`src/rtl/alarm_chg_pkg.sv`:
```
package alarm_chg_pkg;
  localparam int N_LVL  = 3;
  localparam int N_STAT = N_LVL + 1;
  localparam int BIT_LCV = 3;
  localparam int BIT_LOF = 2;
  localparam int BIT_AIS = 1;
  localparam int BIT_YEL = 0;
  typedef logic [N_STAT-1:0] stat_t;
endpackage

```
`src/rtl/chg_detect.sv`:
```
module chg_detect #(
  parameter int N = 3
) (
  input  logic         clk,
  input  logic         rst,
  input  logic [N-1:0] lvl_in,
  input  logic         pulse_in,
  output logic [N:0]   evt
);
  logic [N-1:0] lvl_q, lvl_qq;
  logic         pulse_q;

  for (genvar i = 0; i < N; i++) begin : g_lvl
    always_ff @(posedge clk) begin
      if (rst) begin
        lvl_q[i]  <= 1'b0;
        lvl_qq[i] <= 1'b0;
      end else begin
        lvl_q[i]  <= lvl_in[i];
        lvl_qq[i] <= lvl_q[i];
      end
    end
    assign evt[i] = lvl_q[i] ^ lvl_qq[i];
  end

  always_ff @(posedge clk) begin
    if (rst) pulse_q <= 1'b0;
    else     pulse_q <= pulse_in;
  end
  assign evt[N] = pulse_q;
endmodule

```
`src/rtl/sticky_status.sv`:
```
module sticky_status #(
  parameter int W = 4
) (
  input  logic         clk,
  input  logic         rst,
  input  logic [W-1:0] set_vec,
  input  logic [W-1:0] clr_vec,
  output logic [W-1:0] status_q
);
  always_ff @(posedge clk) begin
    if (rst) status_q <= '0;
    else     status_q <= (status_q & ~clr_vec) | set_vec;
  end
endmodule

```
`src/rtl/alarm_chg_irq.sv`:
```
module alarm_chg_irq
  import alarm_chg_pkg::*;
#(
  parameter int ADDR_W  = 8,
  parameter int DATA_W  = 8,
  parameter int CHAN_W  = 4,
  parameter int CHAN_ID = 0,
  parameter int REG_OFS = 2
) (
  input  logic              clk,
  input  logic              rst,
  input  logic              clr_on_rd,
  input  logic [N_LVL-1:0]  alarm_lvl,
  input  logic              lcv_pulse,
  input  logic [N_STAT-1:0] irq_en,
  input  logic [ADDR_W-1:0] bus_addr,
  input  logic              bus_rd,
  input  logic              bus_wr,
  input  logic [DATA_W-1:0] bus_wdata,
  output logic [DATA_W-1:0] bus_rdata,
  output logic              irq
);
  localparam int OFS_W = ADDR_W - CHAN_W;
  localparam logic [ADDR_W-1:0] HIT_ADDR =
    {CHAN_W'(CHAN_ID), OFS_W'(REG_OFS)};

  stat_t evt, status_q, clr_vec;
  logic  hit;

  chg_detect #(.N(N_LVL)) u_det (
    .clk(clk), .rst(rst), .lvl_in(alarm_lvl), .pulse_in(lcv_pulse), .evt(evt)
  );

  assign hit = (bus_addr == HIT_ADDR);

  always_comb begin
    clr_vec = '0;
    if (hit && bus_rd && clr_on_rd)       clr_vec = '1;
    else if (hit && bus_wr && !clr_on_rd) clr_vec = bus_wdata[N_STAT-1:0];
  end

  sticky_status #(.W(N_STAT)) u_stat (
    .clk(clk), .rst(rst), .set_vec(evt), .clr_vec(clr_vec), .status_q(status_q)
  );

  always_ff @(posedge clk) begin
    if (rst) begin
      bus_rdata <= '0;
      irq       <= 1'b0;
    end else begin
      bus_rdata <= (hit && bus_rd) ? DATA_W'(status_q) : '0;
      irq       <= |(status_q & irq_en);
    end
  end
endmodule

```
`config.mk`:
```
export PLATFORM = sky130hd
export DESIGN_NAME = alarm_chg_irq
export DESIGN_NICKNAME = d
export VERILOG_FILES = /design/src/rtl/alarm_chg_pkg.sv /design/src/rtl/chg_detect.sv /design/src/rtl/sticky_status.sv /design/src/rtl/alarm_chg_irq.sv
export SDC_FILE = /design/constraint.sdc
export NUM_CORES = 1
export LEC_CHECK = 0
export BUFFER_PORTS_ARGS = -buffer_cell sky130_fd_sc_hd__buf_2
export CORE_ASPECT_RATIO = 0.75
export CORE_MARGIN = 2
export CORE_UTILIZATION = 35
export CTS_CLUSTER_DIAMETER = 100
export CTS_CLUSTER_SIZE = 25
export DETAILED_ROUTE_END_ITERATION = 7
export PLACE_DENSITY = 0.66
export SYNTH_ARGS = -nofsm -noshare
export SYNTH_HDL_FRONTEND = slang
export SYNTH_HIERARCHICAL = 1
export SYNTH_SLANG_ARGS = --single-unit
```
`constraint.sdc`:
```
create_clock -name clk -period 1.55 [get_ports clk]
set_input_delay 0.2325 -clock clk [delete_from_list [all_inputs] [get_ports clk]]
set_output_delay 0.2325 -clock clk [all_outputs]
set_load 0.005 [all_outputs]
```
# Word-level counts from Yosys, hierarchy flattened
# Index checks and enable logic that the tools add are counted.
[word_totals] reg_bits=20 out_inout_bits=9 word_cells=29
[classes] n_eq_ne=1 n_reduce_logical=7 n_mux=2 bitwise_logic=8
[op_table] operator="$and 4x4->4" count=2
[op_table] operator="$eq 8x2->1 const B" count=1
[op_table] operator="$mux 4" count=2
[op_table] operator="$logic_and 1x1->1" count=4
[op_table] operator="$not 4->4" count=1
[op_table] operator="$or 4x4->4" count=1
[op_table] operator="$reduce_or 4->1" count=1
[op_table] operator="$xor 1x1->1" count=3
[op_table] operator="$reduce_or 2->1" count=1
[op_table] operator="$logic_not 1->1" count=1
[op_table] operator="$not 1->1" count=1

# Logic depth before layout (Yosys ltp)
# Gate-level depths: netlist (run 1).
[logic_depth] ltp_word=8 depth_mapped=5

# Cells and area by module
# The synthesis (run 1) kept the hierarchy.
[by_module_without_submodules] mod="alarm_chg_irq" area_per_inst_um2=294.0 cells_per_inst=34 instances=1
[by_module_without_submodules] mod="chg_detect" area_per_inst_um2=217.7 cells_per_inst=18 instances=1
[by_module_without_submodules] mod="sticky_status" area_per_inst_um2=140.1 cells_per_inst=16 instances=1

# Worst setup path before layout (run 1)
# Ideal clock, no wire load.
[synth_path] path_type="in2reg" start="input bus_addr[7]" end="register u_stat.status_q[0]" t_required_ns=1.434 setup_slack_ns=0.211 n_path_buf=1 arrival_ns=1.223 cell_stages=5 cell_sequence="or4_4 buf_6 a211oi_1 nand2b_1 a21oi_1"
[synth_via] elab_chain_len=8 elab_cells_between_ends=10 classes_between="1 x eq/ne; 2 x mux; 3 x bitwise; 4 x reduce/logical"
[synth_rtl] element="from (decl)" line_no="alarm_chg_irq.sv:16" rtl="input logic [ADDR_W-1:0] bus_addr,"
[synth_rtl] element="$eq 8x2->1 *" line_no="alarm_chg_irq.sv:34" rtl="assign hit = (bus_addr == HIT_ADDR);"
[synth_rtl] element="$logic_and 1x1->1 (2 in a row)" line_no="alarm_chg_irq.sv:39" rtl="else if (hit && bus_wr && !clr_on_rd) clr_vec = bus_wdata[N_STAT-1:0];"
[synth_rtl] element="$mux 4" line_no="alarm_chg_irq.sv:39"
[synth_rtl] element="$mux 4 *" line_no="alarm_chg_irq.sv:38" rtl="if (hit && bus_rd && clr_on_rd) clr_vec = '1;"
[synth_rtl] element="via clr_vec[0]" line_no="alarm_chg_irq.sv:27" rtl="stat_t evt, status_q, clr_vec;"
[synth_rtl] element="$not 4->4 *" line_no="sticky_status.sv:12" rtl="else status_q <= (status_q & ~clr_vec) | set_vec;"
[synth_rtl] element="$and 4x4->4 *" line_no="sticky_status.sv:12"
[synth_rtl] element="$or 4x4->4 *" line_no="sticky_status.sv:12"
[synth_rtl] element="to (signal assigned)" line_no="sticky_status.sv:12"
[synth_rtl] element="to (decl)" line_no="sticky_status.sv:8" rtl="output logic [W-1:0] status_q"
# The timed path passes the listed nets; every way through them passes the cells marked *.
# A chain may end at the register's enable or synchronous reset.

# Final worst setup path (run 1)
[layout_path] start="input bus_addr[0]" end="register bus_rdata[1]"
[layout_via] elab_chain_len=4
[layout_rtl] element="$eq 8x2->1" line_no="alarm_chg_irq.sv:34"
[layout_rtl] element="$logic_and 1x1->1" line_no="alarm_chg_irq.sv:51" rtl="bus_rdata <= (hit && bus_rd) ? DATA_W'(status_q) : '0;"
[layout_rtl] element="$not 1->1 (no source line)"
[layout_rtl] element="$reduce_or 2->1 (no source line)"
[layout_rtl] element="to (signal assigned)" line_no="alarm_chg_irq.sv:51"
[layout_rtl] element="to (decl)" line_no="alarm_chg_irq.sv:20" rtl="output logic [DATA_W-1:0] bus_rdata,"
# No other way between the ends.

==> flow_metrics.tcl, run 1 <==
set metrics [dict create \
    report.final.slew_viol_count 0 \
    synthFlopType "dfxtp_1" \
    rsz_0062_raised_after_global_routing "no" \
    dieArea_sq_um 2230 \
    critical_path.cell_chain "buf_2, or4b_1, buf_4, nor4_1" \
    post-route-worst-setup-slack_ns 0.373 \
    syn-instance-count 68 \
    dp_worst_setup_slack_ns 0.0673 \
    number_of_flops_mapped_to_enable_cells_by_yosys 0 \
    dr.pass1.iters 4 \
    cts_hold_repair_buffers 0 \
    max_cap_violations 0 \
    slowest_delay_ns 0.61 \
    port_buffers 29 \
    peakVddDrop_v 0.000579 \
    reg2reg_setup_slack_ns 0.82 \
    grt_max_degree 17 \
    min_from "alarm_lvl[1]" \
    overflow 0 \
    path_clk_slew_ns 0.08 \
    placed_area_sq_um 791 \
    worstReg2RegEnd "bus_rdata[1]" \
    yosysTopAreaCell "dfxtp_1" \
    worst_ep_required_time_ns 1.73 \
    cts_setup_buffers 0 \
    area_grow_syn2layout_pct 24.8 \
    crit_fanout 5 \
    synth.yosys.warnings 6 \
    initial_core_util_pct 37.5 \
    timing.hold.worst_path_depth 2 \
    routed-via-count 534 \
    floorplan.core_area_sq_um 1740 \
    h-tree-depth 1 \
    antenna_cells_inserted 0 \
    final_period_minus_worst_setup_slack_ns 1.18 \
    grt_first_pass_wirelength_um 1660 \
    worst-r2r-cell-count 2 \
    worstSkewPairLatency_ns 0.28 \
    detail_route.drc_violations 0 \
    crit_start_category "input pin" \
    ant_nets 0 \
    min_to "u_det/lvl_q[1]" \
    distinct_cell_type_count_of_the_synthesized_netlist 17 \
    ioPinCount 38 \
    gpl.final_weighted_congestion 0.789 \
    post-synth-top-area-fraction_pct 49.1 \
    detail_route.vias_per_cell 4.49 \
    highest_attainable_clock_frequency_mhz 849 \
    final_hold_viol_count 0 \
    cts_tree "yes" \
    cts-buffers-inserted 3 \
    grt_antenna_before_repair 0 \
    yosys.cell_count.top_type "dfxtp_1" \
    outcome "completed" \
    hold_path.class "in -> reg" \
    fp-row-count 13 \
    totalNegativeSetupSlack_ns 0 \
    fp.dieW_um 53.8 \
    worst_path_max_delay_cell "or4b_1" \
    clock_sink_count 16 \
    final_min_period_over_clock_period_pct 76.0 \
    cp.arrival_ns 1.36 \
    synth_common_cells "dfxtp_1 (16), nor2b_1 (7), a21oi_1 (5), buf_4 (5), nand2_1 (5)" \
    number_of_global_route_vias_before_repair 391 \
    sequential_cell_area_fraction_in_the_yosys_report_pct 49.1 \
    average_wire_per_cell_in_the_routed_design_um 9.39 \
    power.leakage_nw 0.370 \
    critical_path.endpoint_type "flop" \
    drt_first_iter_violations 9 \
    finalSetupViolations 0 \
    postSynthAreaPerCell_sq_um 9.59 \
    power.density_cell_area_nw_per_um2 894 \
    postLayoutCellArea_sq_um 813 \
    cts-resized-gates 0 \
    postRouteWirelength_um 1120 \
    finalHoldWorstSlack_ns 0.161 \
    finalClockSkew_ns 0.00214 \
    max-clock-path-buffers 2 \
    design_power_total_mw 0.727 \
    synth.cell_area_sq_um 652 \
    drive_above_1_share_pct 35.1 \
    worstReg2RegStart "u_stat/status_q[1]" \
    synth_area_leaders "dfxtp_1 (49%), nor2b_1 (6.7%), buf_4 (5.8%)" \
    yosys_register_bits 16 \
    worstSetupPathType "in -> reg" \
    nFillCells 178 \
    synth-async-reset-ratio_pct 0 \
    track_usage_pct 11.4 \
    die_height_um 41.4 \
    clockRootBuffer "clkbuf_4" \
    hpwlAfterDp_um 902 \
    final_nets 128 \
]
layout make-up:
type | instances | area, sq um | share of cell area (%)
multi-input combinational | 44 | 275 | 33.8
inverter | 4 | 15.0 | 1.85
tap | 22 | 27.5 | 3.38
clock buffer | 3 | 22.5 | 2.77
sequential | 16 | 320 | 39.4
timing repair buffer | 30 | 153 | 18.8
metal layers:
layer | GRT usage, % | up-vias | wire (um)
li1 | - | 283 | -
met1 | 13.3 | 229 | 503
met2 | 16.8 | 20 | 474
met3 | 7.50 | 2 | 131
met4 | 3.85 | 0 | 8
met5 | 0 | - | 0
flip-flops by register name, indices dropped and copies added, names as in the netlist:
register / count
u_stat/status_q: 4
bus_rdata: 4
u_det/lvl_qq: 3
u_det/lvl_q: 3
u_det/pulse_q: 1
irq: 1
placed cells by master (no fill, tap or decap):
cell,n
a211oi_1,4
nand2b_1,4
a22oi_1,2
nor4_1,4
a21oi_1,5
clkbuf_4,3
xor2_1,3
inv_1,4
or4_4,1
dfxtp_1,16
buf_4,1
nor2b_1,7
nand2_1,5
buf_2,29
or4b_1,1
conb_1,4
nand3b_1,4
metrics by stage:
| stage | util (%) | instances |
|---|---|---|
| 2_1_floorplan | - | 71 |
| 3_3_place_gp | 45.4 | 116 |
| 3_5_place_dp | 45.4 | 116 |
| 4_1_cts | 46.7 | 119 |
| 5_1_grt | 46.7 | 119 |
| 6_report | 46.7 | 119 |
power by group:
part	internal, mW	switching [mW]	total [mW]
Combinational	0.0454	0.0366	0.0820
Clock	0.0901	0.112	0.202
Sequential	0.431	0.0121	0.443
critical path, delay by kind of cell:
kind,cells,cell delay [ns]
and+or+nand+nor,2,0.85
buffers and inverters,2,0.28
how the worst max path moves through the flow:
stage / start / endpoint / slack, ns
floorplan: bus_addr[7] / u_stat/status_q[0] / 0.21
global placement: bus_addr[7] / u_stat/status_q[0] / 0.09
detailed placement: bus_addr[0] / bus_rdata[1] / 0.07
CTS: bus_addr[0] / bus_rdata[1] / 0.37
global route: bus_addr[0] / bus_rdata[2] / 0.31
finish: bus_addr[0] / bus_rdata[1] / 0.37
kinds of logic (layout without fill, tap and decap cells):
kind of cell	count (synthesis)	count (layout)	synth area share [%]
AOI/OAI and AO/OA	11	11	10.7
xor gates and xnor gates	3	3	4.03
buffers and inverters	11	37	10.4
DFF	16	16	49.1
other	1	4	0.575
and+or+nand+nor	26	26	25.1
No activity file was read; power rests on OpenSTA's default activity.
==> run 2: changes to the inputs <==
Settings changed: PLACE_DENSITY 0.66 to 0.69.
Clock period 1.55 ns to 1 ns, I/O delays scaled along.
==> flow_metrics.tcl, run 2 (synthesis results as in run 1) <==
set metrics [dict create \
    grt_antenna_before_repair 0 \
    outcome "finished, violations left" \
    highest_attainable_clock_frequency_mhz 952 \
    biggestRegsByFlops "bus_rdata (4), u_stat/status_q (4)" \
    design_power_total_mw 1.16 \
    cts_setup_buffers 0 \
    dr.pass1.iters 4 \
    antenna_cells_inserted 0 \
    drt_first_iter_violations 9 \
    power.density_cell_area_nw_per_um2 1320 \
    final_min_period_over_clock_period_pct 105 \
    worstReg2RegStart "u_stat/status_q[1]" \
    cell_internal_pwr_mw 0.887 \
    area_grow_syn2layout_pct 34.0 \
    initial_core_util_pct 37.5 \
    commonest_non_fill_non_tap_cell_in_the_layout "buf_2" \
    clock_sink_count 16 \
    track_usage_pct 14.0 \
    crit_start_category "input pin" \
    die_height_um 41.4 \
    net-switching-power_mw 0.269 \
    critical_path.cell_chain "buf_6, or4_4, a211oi_2, nand2b_1, a21oi_1" \
    power.leakage_nw 0.383 \
    clockRootBuffer "clkbuf_4" \
    rsz_0062_raised_after_global_routing "yes" \
    timing.hold.worst_path_depth 2 \
    overflow 0 \
    power.share.sequential_pct 59.6 \
    path_clk_slew_ns 0.08 \
    most-common-layout-cells "buf_2 (27), dfxtp_1 (16), nor2b_1 (7)" \
    path_buf_inv 1 \
    finalSetupViolations 6 \
    critical_path.endpoint_type "flop" \
    postRouteWirelength_um 1360 \
    dieArea_sq_um 2230 \
    worst-r2r-cell-count 2 \
    fp-row-count 13 \
    clockPowerShare_pct 27.8 \
    floorplan.core_area_sq_um 1740 \
    cp.arrival_ns 1.21 \
    worstSetupPathType "in -> reg" \
    post-route-worst-setup-slack_ns -0.0506 \
    detail_route.vias_per_cell 4.71 \
    grt_max_degree 17 \
    critPathTopFamily "simple AND/OR/NAND/NOR gates" \
    min_from "alarm_lvl[1]" \
    routed-via-count 565 \
    gpl.final_weighted_congestion 0.742 \
    crit_fanout 5 \
    critical_path.startpoint "bus_addr[2]" \
    hold_path.class "in -> reg" \
    worst_path_max_delay_cell "or4_4" \
    worstSkewPairLatency_ns 0.28 \
    drive_above_1_share_pct 42.9 \
    max-clock-path-buffers 2 \
    worstReg2RegEnd "bus_rdata[1]" \
    slowest_delay_ns 0.59 \
    port_buffers 29 \
    ant_nets 0 \
    grt_first_pass_wirelength_um 2060 \
    peakVddDrop_v 0.000798 \
    max_cap_violations 0 \
    post-route-util_pct 50.2 \
    worst_ep_required_time_ns 1.16 \
    detail_route.drc_violations 0 \
    min_to "u_det/lvl_q[1]" \
    violations "negative setup slack" \
    h-tree-depth 1 \
    average_wire_per_cell_in_the_routed_design_um 11.4 \
    final_period_minus_worst_setup_slack_ns 1.05 \
    combPwrFrac_pct 12.7 \
    ioPinCount 38 \
    reg2reg_setup_slack_ns 0.22 \
    cts-buffers-inserted 3 \
    report.final.slew_viol_count 0 \
    fp.dieW_um 53.8 \
    finalClockSkew_ns 0.00381 \
    cts_tree "yes" \
    final_hold_viol_count 0 \
    number_of_global_route_vias_before_repair 492 \
    final_nets 129 \
    switching_share_pct 23.3 \
]
[run 2: cell types whose count changed in the layout (fill, tap and decap cells not counted), sizes merged]
cell / previous run / this run
buf: 30 / 31
[run 2: worst max path at each step]
stage | slack [ns] | cells after the start | to
after floorplan | -0.25 | 5 | u_stat/status_q[0]
after CTS | -0.03 | 5 | u_stat/status_q[0]
final | -0.05 | 5 | u_stat/status_q[3]
after detailed placement | -0.42 | 4 | bus_rdata[3]
after global placement | -0.41 | 4 | bus_rdata[1]
after global routing | -0.09 | 5 | u_stat/status_q[1]
[run 2: layer usage]
layer	wire length [um]	GRT usage, %	vias to the layer above	share of wire [%]
met4	29	7.69	0	2.1
met3	125	6.43	4	9.2
met1	558	15.2	255	41
met2	651	23.5	24	48
met5	0	0	-	0
li1	-	-	282	-
[run 2: final cells by class]
class / instances / area [sq um]
clock buffer: 3 / 22.5
tap: 22 / 27.5
multi-input combinational: 44 / 312
timing repair buffer: 31 / 176
inverter: 4 / 15.0
fill: 167 / 867
sequential: 16 / 320
[run 2: stage by stage]
step	setup WS [ns]	cell area, sq um	hold slack [ns]	TNS, ns	std cells
final	-0.0506	873	0.0727	-0.185	120
after CTS	-0.0290	867	0.0641	-0.100	120
after detailed placement	-0.416	818	0.366	-3.15	117
after global placement	-0.409	818	0.357	-3.07	117
after floorplan	-0.250	687	0.219	-1.45	71
after global routing	-0.0906	873	0.0731	-0.394	120
[run 2: what timing repair did]
item,CTS,global route
resized for setup,5,1
hold buffers,0,0
pin swaps,11,3
setup endpoints to repair,8,8
[run 2: power groups by stage]
stage	Combinational (mW)	Sequential, mW	Clock [mW]
2_1_floorplan	0.0804	0.698	0
3_3_place_gp	0.130	0.702	0
3_5_place_dp	0.135	0.703	0
4_1_cts	0.143	0.689	0.341
5_1_grt	0.169	0.693	0.367
6_report	0.147	0.688	0.321
[run 2: worst reg2reg max path, cell delays in order (launching register included)]
cell	delay, ns
dfxtp_1	0.38
nand2_1	0.09
nor4_2	0.23
==> run 3: changes to the inputs <==
Settings changed: BUFFER_PORTS_ARGS -buffer_cell sky130_fd_sc_hd__buf_2 to unset, CORE_ASPECT_RATIO 0.75 to unset, CORE_MARGIN 2 to unset, CORE_UTILIZATION 35 to 50, DONT_BUFFER_PORTS set to 1, PLACE_DENSITY 0.69 to 0.68.
==> flow_metrics.tcl, run 3 (synthesis results as in run 1) <==
set metrics [dict create \
    slowest_delay_ns 0.59 \
    fp.dieW_um 38.1 \
    place_inst 79 \
    final_cell_count_no_fill 86 \
    floorplan.core_area_sq_um 1160 \
    post-route-worst-setup-slack_ns 0.0326 \
    port_buffers 0 \
    clock_sink_count 16 \
    ant_nets 0 \
    worstSkewPairLatency_ns 0.28 \
    global_routing_met2_resource_utilization_pct 28.4 \
    routed-via-count 473 \
    crit_start_category "input pin" \
    grt_use_met1_pct 17.9 \
    grt_max_degree 17 \
    h-tree-depth 1 \
    antenna_cells_inserted 0 \
    area_grow_syn2layout_pct 11.3 \
    violations "negative hold slack" \
    highest_attainable_clock_frequency_mhz 1030 \
    cts_hold_repair_buffers 4 \
    path_clk_slew_ns 0.08 \
    report.final.slew_viol_count 0 \
    most-common-layout-cells "dfxtp_1 (16), nor2b_1 (7), nand2_1 (5), a21oi_1 (5)" \
    fp-row-count 12 \
    finalClockSkew_ns 0.00437 \
    track_usage_pct 17.0 \
    hpwlAfterDp_um 742 \
    dp_worst_setup_slack_ns -0.275 \
    final_min_period_over_clock_period_pct 96.7 \
    dieArea_sq_um 1450 \
    commonest_non_fill_non_tap_cell_in_the_layout "dfxtp_1" \
    critical_path.endpoint_type "flop" \
    outcome "finished, violations left" \
    grt_most_used_layer "met2" \
    power.density_cell_area_nw_per_um2 1500 \
    dr.pass1.iters 4 \
    cts-buffers-inserted 3 \
    peakVddDrop_v 0.00103 \
    crit_fanout 8 \
    ioPinCount 38 \
    finalHoldWorstSlack_ns -0.0719 \
    design_power_total_mw 1.09 \
    grtUsageMet3_pct 11.0 \
    number_of_global_route_vias_before_repair 420 \
    clockRootBuffer "clkbuf_4" \
    cts_tree "yes" \
    grt_first_pass_wirelength_um 1630 \
    hold_path.class "in -> reg" \
    power.leakage_nw 0.275 \
    average_wire_per_cell_in_the_routed_design_um 11.5 \
    placed_area_sq_um 656 \
    rsz_0062_raised_after_global_routing "yes" \
    max-clock-path-buffers 2 \
    post-route-util_pct 62.8 \
    critical_path.cell_chain "or4_4, a211oi_2, nand2b_1, a21oi_1" \
    cp.arrival_ns 1.15 \
    detail_route.drc_violations 0 \
    drt_first_iter_violations 5 \
    gpl.final_weighted_congestion 0.699 \
    max_cap_violations 0 \
    totalNegativeSetupSlack_ns 0 \
    overflow 0 \
    detail_route.vias_per_cell 5.50 \
    final_nets 103 \
    die_height_um 38.1 \
    postRouteWirelength_um 993 \
    worst_path_max_delay_cell "or4_4" \
    worstSetupPathType "in -> reg" \
    initial_core_util_pct 56.4 \
    final_hold_viol_count 12 \
    worst_ep_required_time_ns 1.18 \
    grt_antenna_before_repair 0 \
    biggestRegsByFlops "bus_rdata (4), u_stat/status_q (4)" \
    final_period_minus_worst_setup_slack_ns 0.967 \
    finalSetupViolations 0 \
    postLayoutCellArea_sq_um 726 \
    reg2reg_setup_slack_ns 0.26 \
    drive_above_1_share_pct 13.9 \
]
==> run 3: cell type report <==
cell class	count	area, sq um
fillers	102	430
flip-flops and latches	16	320
multi-input cells	44	299
repair buffers	5	51.3
clock buffers	3	22.5
well taps	14	17.5
inverters	4	15.0
==> run 3: worst paths after layout <==
| check | depth (start not counted) | start | to |
|---|---|---|---|
| max reg2reg | 3 | u_det/lvl_q[2] | u_stat/status_q[2] |
| min | 1 | rst | u_stat/status_q[0] |
| min reg2reg | 2 | u_det/pulse_q | u_stat/status_q[3] |
| max | 4 | bus_addr[7] | u_stat/status_q[0] |
==> run 3: per-layer routing <==
| metal | wire length (um) | part of all wire (%) | vias up |
|---|---|---|---|
| met5 | 0 | 0 | - |
| met2 | 496 | 50 | 26 |
| met4 | 0 | 0 | 0 |
| met1 | 401 | 40 | 213 |
| met3 | 95 | 9.6 | 0 |
| li1 | - | - | 234 |
==> run 3: where the power goes <==
part | switching, mW | internal (mW)
logic | 0.0373 | 0.0487
registers | 0.0186 | 0.668
clock network | 0.178 | 0.140
==> run 3: what timing repair did <==
action,in CTS,in global routing
endpoints found under the hold margin,16,12
gates resized for setup,0,2
buffers inserted,0,0
endpoints found under the setup margin,0,4
==> run 3: worst max-delay path: cells and delay by family <==
family / cells / cell delay, ns
compound gates: 2 / 0.28
simple gates: 2 / 0.72
